### config.mk
export PLATFORM = sky130hd
export DESIGN_NAME = ep_in_xfer_tracker
export DESIGN_NICKNAME = d
export VERILOG_FILES = /design/src/rtl/ep_tsz_pkg.sv /design/src/rtl/ep_byte_cnt.sv /design/src/rtl/ep_pkt_cnt.sv /design/src/rtl/ep_pid_seq.sv /design/src/rtl/ep_in_xfer_tracker.sv
export SDC_FILE = /design/constraint.sdc
export NUM_CORES = 1
export LEC_CHECK = 0
export ABC_CLOCK_PERIOD_IN_PS = 2300
export BUFFER_PORTS_ARGS = -buffer_cell sky130_fd_sc_hd__buf_2
export CORE_ASPECT_RATIO = 0.9
export CORE_MARGIN = 2
export CORE_UTILIZATION = 40
export CTS_CLUSTER_DIAMETER = 150
export DETAILED_ROUTE_END_ITERATION = 10
export PLACE_DENSITY_LB_ADDON = 0.12
export SLEW_MARGIN = 10
export SYNTH_ARGS = -nofsm -noshare
export SYNTH_HDL_FRONTEND = slang
export SYNTH_SLANG_ARGS = --single-unit
export TNS_END_PERCENT = 100
### constraint.sdc
create_clock -name clk -period 2.3 [get_ports clk]
set_clock_uncertainty 0.1 [all_clocks]
set_input_delay 0 -clock clk [delete_from_list [all_inputs] [get_ports clk]]
set_output_delay 0 -clock clk [all_outputs]
set_load 0.01 [all_outputs]
### src/rtl/ep_tsz_pkg.sv
package ep_tsz_pkg;
    localparam int REG_W  = 32;
    localparam int SIZE_W = 19;
    localparam int PKT_W  = 10;
    localparam int MC_W   = 2;
    localparam int LEN_W  = 11;

    typedef enum logic [1:0] {
        PID_DATA0 = 2'd0,
        PID_DATA1 = 2'd1,
        PID_DATA2 = 2'd2
    } pid_e;

    // packets-per-frame -> PID of the first packet in a frame
    function automatic pid_e first_pid(input logic [MC_W-1:0] mc);
        case (mc)
            2'd3:    return PID_DATA2;
            2'd2:    return PID_DATA1;
            default: return PID_DATA0;
        endcase
    endfunction
endpackage

### src/rtl/ep_byte_cnt.sv
module ep_byte_cnt #(
    parameter int SIZE_W = 19,
    parameter int LEN_W  = 11
) (
    input  logic [SIZE_W-1:0] cur,
    input  logic              load,
    input  logic [SIZE_W-1:0] load_val,
    input  logic              dec,
    input  logic [LEN_W-1:0]  len,
    output logic [SIZE_W-1:0] nxt,
    output logic              ovf
);
    localparam int CMP_W = (SIZE_W > LEN_W) ? SIZE_W : LEN_W;

    logic [CMP_W-1:0] cur_w, len_w;

    always_comb begin
        cur_w = CMP_W'(cur);
        len_w = CMP_W'(len);
        ovf   = 1'b0;
        nxt   = cur;
        if (load) begin
            nxt = load_val;
        end else if (dec) begin
            if (len_w > cur_w) begin
                nxt = '0;
                ovf = 1'b1;
            end else begin
                nxt = SIZE_W'(cur_w - len_w);
            end
        end
    end
endmodule

### src/rtl/ep_pkt_cnt.sv
module ep_pkt_cnt #(
    parameter int PKT_W = 10
) (
    input  logic [PKT_W-1:0] cur,
    input  logic             load,
    input  logic [PKT_W-1:0] load_val,
    input  logic             dec,
    output logic [PKT_W-1:0] nxt
);
    always_comb begin
        nxt = cur;
        if (load)
            nxt = load_val;
        else if (dec && cur != '0)
            nxt = cur - PKT_W'(1);
    end
endmodule

### src/rtl/ep_pid_seq.sv
module ep_pid_seq
    import ep_tsz_pkg::*;
(
    input  pid_e            cur,
    input  logic            reload,
    input  logic [MC_W-1:0] mc,
    input  logic            step,
    output pid_e            nxt
);
    always_comb begin
        nxt = cur;
        if (reload)
            nxt = first_pid(mc);
        else if (step && cur != PID_DATA0)
            nxt = pid_e'(cur - 2'd1);
    end
endmodule

### src/rtl/ep_in_xfer_tracker.sv
module ep_in_xfer_tracker
    import ep_tsz_pkg::*;
#(
    parameter int SZ_W  = SIZE_W,
    parameter int PC_W  = PKT_W,
    parameter int BL_W  = LEN_W
) (
    input  logic             clk,
    input  logic             rst_n,
    input  logic             reg_wr,
    input  logic [REG_W-1:0] reg_wdata,
    output logic [REG_W-1:0] reg_rdata,
    output logic             rd_unstable,
    input  logic             enable_set,
    input  logic             ep_disable,
    output logic             ep_enabled,
    input  logic             fifo_wr,
    input  logic [BL_W-1:0]  fifo_wr_len,
    input  logic             fifo_rd,
    input  logic             frame_start,
    output logic [1:0]       pid_out,
    output logic             xfer_done_irq,
    output logic             len_err
);
    localparam int PC_LSB = SZ_W;
    localparam int MC_LSB = SZ_W + PC_W;

    typedef struct packed {
        logic            en;
        logic            irq;
        logic            err;
        logic [MC_W-1:0] mc;
        logic [PC_W-1:0] pkt;
        logic [SZ_W-1:0] size;
        pid_e            pid;
    } state_t;

    state_t st_q, st_d;

    logic            wr_ok, arm, fill, drain, done, ovf;
    logic [MC_W-1:0] mc_n;
    logic [SZ_W-1:0] size_n;
    logic [PC_W-1:0] pkt_n;
    pid_e            pid_n;

    assign wr_ok = reg_wr & ~st_q.en;
    assign arm   = enable_set & ~st_q.en;
    assign fill  = fifo_wr & st_q.en;
    assign drain = fifo_rd & st_q.en;
    assign done  = st_q.en & (st_q.size == '0) & (st_q.pkt == '0);
    assign mc_n  = wr_ok ? reg_wdata[MC_LSB +: MC_W] : st_q.mc;

    ep_byte_cnt #(.SIZE_W(SZ_W), .LEN_W(BL_W)) u_bytes (
        .cur(st_q.size), .load(wr_ok), .load_val(reg_wdata[0 +: SZ_W]),
        .dec(fill), .len(fifo_wr_len), .nxt(size_n), .ovf(ovf)
    );

    ep_pkt_cnt #(.PKT_W(PC_W)) u_pkts (
        .cur(st_q.pkt), .load(wr_ok), .load_val(reg_wdata[PC_LSB +: PC_W]),
        .dec(drain), .nxt(pkt_n)
    );

    ep_pid_seq u_pid (
        .cur(st_q.pid), .reload(frame_start | arm), .mc(mc_n),
        .step(drain), .nxt(pid_n)
    );

    always_comb begin
        st_d      = st_q;
        st_d.mc   = mc_n;
        st_d.size = size_n;
        st_d.pkt  = pkt_n;
        st_d.pid  = pid_n;
        st_d.irq  = done;
        if (arm)
            st_d.err = 1'b0;
        else if (ovf)
            st_d.err = 1'b1;
        if (arm)
            st_d.en = 1'b1;
        else if (st_q.en && (ep_disable || done))
            st_d.en = 1'b0;
    end

    always_ff @(posedge clk) begin
        if (!rst_n)
            st_q <= '0;
        else
            st_q <= st_d;
    end

    assign reg_rdata     = REG_W'({st_q.mc, st_q.pkt, st_q.size});
    assign rd_unstable   = st_q.en;
    assign ep_enabled    = st_q.en;
    assign pid_out       = st_q.pid;
    assign xfer_done_irq = st_q.irq;
    assign len_err       = st_q.err;
endmodule

# Word-level counts from Yosys, hierarchy flattened

Index checks and enable logic that the tools add are counted.

Shifts and indexed selects: 0
Bitwise logic cells: 9
Multiply operators: 0
Equality and inequality tests: 2
Divide/modulo/power cells: 0
Magnitude comparators: 1
Reduce and logical (&&, ||, !) cells: 13
Add/sub/neg operators: 3
Multiplexer cells: 14

Operators by type and width:

| operator              | count |
|---|---|
| $mux 19               | 3 |
| $mux 10               | 2 |
| $gt 11x19->1          | 1 |
| $logic_not 19->1      | 1 |
| $sub 19x11->19        | 1 |
| $logic_not 10->1      | 1 |
| $reduce_bool 10->1    | 1 |
| $reduce_bool 2->1     | 5 |
| $sub 10x1->10 const B | 1 |
| $and 1x1->1           | 6 |
| $mux 2                | 3 |
| $mux 1                | 5 |
| $eq 2x2->1 const B    | 2 |
| $pmux 2 s2            | 1 |
| $logic_and 1x1->1     | 3 |
| $not 1->1             | 2 |
| $reduce_or 2->1       | 1 |
| $sub 2x1->2 const B   | 1 |
| $logic_or 1x1->1      | 1 |
| $or 1x1->1            | 1 |

Memories kept: 0
Bits in registers: 36
Logic and storage cells: 49
Output and inout bits: 38
Bits in latches: 0
Bits in writable memories: 0
Bits in read-only memories: 0

# Longest topological paths before layout

Word-level depth: 7
Mapped depth: 9
Depth with buffers taken out: 9

# Hierarchy

From an unflattened synthesis, not the netlist that was laid out.

Cells, all modules: 326
Area, all modules: 2,650.0 µm²

By module, submodules not included:

| module             | area an instance (µm²) | cells each | instances | seq. area each (µm²) |
|---|---|---|---|---|
| ep_in_xfer_tracker | 1,126.1                | 99         | 1         | 720.7 |
| ep_byte_cnt        | 1,064.8                | 156        | 1         | 0.0 |
| ep_pkt_cnt         | 372.9                  | 60         | 1         | 0.0 |
| ep_pid_seq         | 86.3                   | 11         | 1         | 0.0 |

# Least setup slack after synthesis

Ideal clock, no wire load.

Kind: flip-flop to flip-flop
Start: register st_q (netlist bit reg_rdata[0])
End: register st_q (netlist bit reg_rdata[18])
Cell stages (with the launch flop): 10
Buffers on the path: 0
Data arrival time: 2,160 ps
Period minus slack after synthesis: 2,353 ps
Library setup time: 92 ps
Path slack: -53 ps
Cells stage by stage: dfxtp_1 inv_1 ha_1 fa_1 nand2b_1 a211o_1 and2_1 o2bb2ai_1 and3_1 o32ai_1

Word-level cells in the longest chain between the ends: 4
Elaborated cells between the ends (all ways): 5

Ends and longest elaborated chain:

| element                                               | line                                 | text |
|---|---|---|
| start, declared                                       | ep_in_xfer_tracker.sv:38             | `state_t st_q, st_d;` |
| start signal, assigned                                | ep_in_xfer_tracker.sv:89             | `st_q <= st_d;` |
| $sub 19x11->19 / $gt 11x19->1 (equally long branches) | ep_byte_cnt.sv:29, ep_byte_cnt.sv:25 |  |
| $mux 19 (*)                                           | ep_byte_cnt.sv:25                    | `if (len_w > cur_w) begin` |
| $mux 19 (*)                                           | ep_byte_cnt.sv:24                    | `end else if (dec) begin` |
| $mux 19 (*)                                           | ep_byte_cnt.sv:22                    | `if (load) begin` |

Every way passes the cells marked *; elsewhere a longest branch is shown, timed or not. The select of a mux whose other input is x is not followed.
A chain may end at the register's enable or synchronous reset.

# Worst setup path in the final report

Start: register st_q (netlist bit reg_rdata[8])
End: register st_q (netlist bit reg_rdata[11])

Same word-level chain as after synthesis.

==> impl_metrics.csv <==
group,metric,value,unit
drt,wl,7.95,mm
drt,first_pass_iters,4,
setup_path,crit_type,"reg -> reg",
yosys,ys_seq_elements,36,
placement,place_congestion,0.849,
yosys,yosysMostFrequentCell,"dfxtp_1",
setup_path,cp_max_fo,6,
drt,postRouteAntennaNets,0,
yosys,synth_top_area_share,29.6,%
sta,finalHoldViolations,0,
floorplanning,core,5790,sq um
sta,max_freq,435,MHz
floorplanning,fp.dieH,78.0,microns
job,drv_cap,0,
pwr,switching_share,34.0,%
pwr,power.switching,0.719,mW
hold_path,min_from,"reg_wdata[11]",
global_route,track_usage,23.5,%
global_route,grt_pass1_vias,2664,
yosys,syn_area,2440,sq um
yosys,synth_nets,369,
floorplanning,die_area,6730,sq um
clock_network,cts_tree,"done",
floorplanning,initial_core_util,42.1,%
yosys,yosys.cell_types.count,58,
clock_network,ctsRootBufferMaster,"clkbuf_8",
pwr,seq_power_share,35.4,%
sta,min_period,2.30,ns
drt,wire_per_inst,15.3,microns
hold_path,hold_path.class,"in -> reg",
setup_path,crit_path_start_kind,"flip-flop",
setup_path,arrival,2.42,ns
drt,drt_iter0_markers,127,
setup_path,cp-end-kind,"flip-flop",
yosys,synthArstFlopShare,0,%
yosys,synth_area_leader_cell,"dfxtp_1",
pwr,p_leak,1.69,nW
setup_path,r2r_cells,7,
pwr,power.density,556,nW/um^2
global_route,grt-ovfl-total,0,
hold_path,min_path_cells,3,
pwr,power.total,2.12,mW
setup_path,required,2.42,ns
yosys,postSynthCellCount,304,
yosys,seq_area_frac_synth,29.6,%
setup_path,r2r_end,"reg_rdata[11]",
sta,period_share,99.9,%
yosys,yosys-top-cells-area,"dfxtp_1 30%, ha_1 6.7%, a22oi_1 5.2%",
drt,vias_per_cell,5.57,
sta,setup_viol_count_final,0,
pwr,clockPowerShare,27.3,%
sta,maxSlewViolCount,0,
placement,placedCellCount,468,
sta,grt_setup_unrepaired,"true",
clock_network,clk_pin_slew,0.08,ns
setup_path,rr_startpoint,"reg_rdata[8]",
floorplanning,die_width,86.3,microns
yosys,synth.avg_cell_area,8.01,sq um
global_route,grt_max_degree,23,
layout,area.growth.synth_to_final,56.1,%
yosys,yosys-top-cells-count,"36 x dfxtp_1, 23 x nor2_1, 18 x a21oi_1, 18 x inv_1",
clock_network,h-tree-depth,2,
clock_network,cts.sink_count,36,
yosys,synth_edf_count,0,
drt,vias,2903,
drt,drc_errors,0,
placement,port_buffers,86,
layout,fillers,509,
clock_network,cts_buffers,5,
placement,dp_hpwl,5.47,mm
pwr,p_int,1.40,mW
clock_network,clk_latency,0.30,ns
sta,fin_setup_tns,0,ns
layout,drive_gt1_share,35.9,%
global_route,grt_antenna_before_repair,0,
setup_path,r2r_slack,0.002,ns
yosys,ys.flop_type,"dfxtp_1",
layout,fin_cells,521,
floorplanning,io_pins,89,
layout,antenna-diode-count,0,
yosys,ys_warn_count,0,
clock_network,clk_path_buf_depth,2,
pwr,ir_drop,0.366,mV
hold_path,holdPathEnd,"reg_rdata[11]",
layout,fin_nets,515,
global_route,grt_pass1_wl,12.8,mm
floorplanning,rows,26,
outcome,status,"finished, final reports clean",
pwr,pwr-share-comb,37.3,%
==> registers in the layout, summed over array words and instances (netlist names) <==
signal,cells
ep_enabled,1
len_err,1
pid_out,2
reg_rdata,31
xfer_done_irq,1
==> metrics by stage <==
stage	util (%)	area (sq um)	setup slack, ns	hold slack, ns
final	65.7	3800	0.00247	0.00458
after global routing	65.7	3800	-0.0461	0.00403
after CTS	62.6	3620	-0.00683	0.0100
after detailed placement	53.5	3100	-0.0721	0.160
after global placement	53.5	3100	-0.00467	0.156
after floorplan	-	2480	0.000439	0.0360
==> cells in the final DEF, fill, tap and decap left out, types with 5 or more instances in the layout <==
cell            n
a22oi_1        17
a21o_1          6
o21a_1          5
xor2_1          6
inv_1          17
nor4_1          5
ha_1            5
buf_4          28
dlygate4sd3_1  40
dfxtp_1        29
a21oi_1        15
nand2b_1        5
nor3_1          9
a21oi_2         5
nor2_1         23
clkbuf_8        5
o22ai_1        10
dfxtp_2         6
ha_4            6
nand2_1        17
o21ai_0        14
a31oi_1         5
xnor2_1        10
buf_2          86
==> cell families after synthesis <==
family                   after synthesis  synth area share [%]
AO/OA/AOI/OAI                        106                  29.3
XOR/XNOR                              17                  6.11
adder cells (fa/ha/maj)               14                  7.50
buffers and inverters                 35                  6.06
flip-flops                            36                  29.6
other                                  1                 0.154
AND/OR/NAND/NOR                       95                  21.3
==> power by group through the flow <==
| stage | clock network [mW] | logic, mW | registers, mW |
|---|---|---|---|
| after CTS | 0.586 | 0.732 | 0.740 |
| final | 0.577 | 0.789 | 0.749 |
| after global placement | 0 | 0.664 | 0.754 |
| after floorplan | 0 | 0.413 | 0.770 |
| after detailed placement | 0 | 0.669 | 0.754 |
| after global routing | 0.610 | 0.869 | 0.759 |
==> critical path: stages (launching register included) <==
cell	delay [ns]
dfxtp_1	0.38
ha_4	0.24
and3_1	0.22
nand4_1	0.12
a21oi_2	0.06
or3_4	0.43
or4b_4	0.55
a21oi_2	0.14
==> area by class of cell <==
class,count,area [sq um],share of cell area (%)
multi-input cells,234,1760,46.3
repair buffers,154,1040,27.4
flip-flops and latches,36,732,19.2
well taps,70,87.6,2.30
inverters,19,71.3,1.88
clock buffers,5,68.8,1.81
clock inverters,3,42.5,1.12
==> metal layers <==
| metal | share of wire, % | wire, microns | vias up | track usage [%] |
|---|---|---|---|---|
| li1 | - | - | 1428 | - |
| met2 | 45 | 3590 | 105 | 36.9 |
| met5 | 0 | 0 | - | 0 |
| met3 | 6.2 | 494 | 6 | 3.47 |
| met1 | 48 | 3790 | 1364 | 34.0 |
| met4 | 0.89 | 71 | 0 | 5.47 |
==> what timing repair did <==
item	4_1_cts	5_1_grt
gates cloned	0	1
pin swaps	0	10
setup buffers	0	4
hold buffers	40	0
hold endpoints to repair	32	0
endpoints found under the setup margin	5	18
gates resized for setup	3	30
==> how the worst max path moves through the flow <==
stage,startpoint,endpoint,slack (ns),depth (start not counted)
final,reg_rdata[8],reg_rdata[11],0.002,7
after global routing,reg_rdata[8],reg_rdata[11],-0.05,7
after global placement,reg_rdata[0],reg_rdata[18],-0.005,9
after CTS,reg_rdata[0],reg_rdata[18],-0.007,9
after floorplan,reg_rdata[0],reg_rdata[18],0.0004,9
after detailed placement,reg_rdata[0],reg_rdata[18],-0.07,9
(Power assumes the default switching activity.)
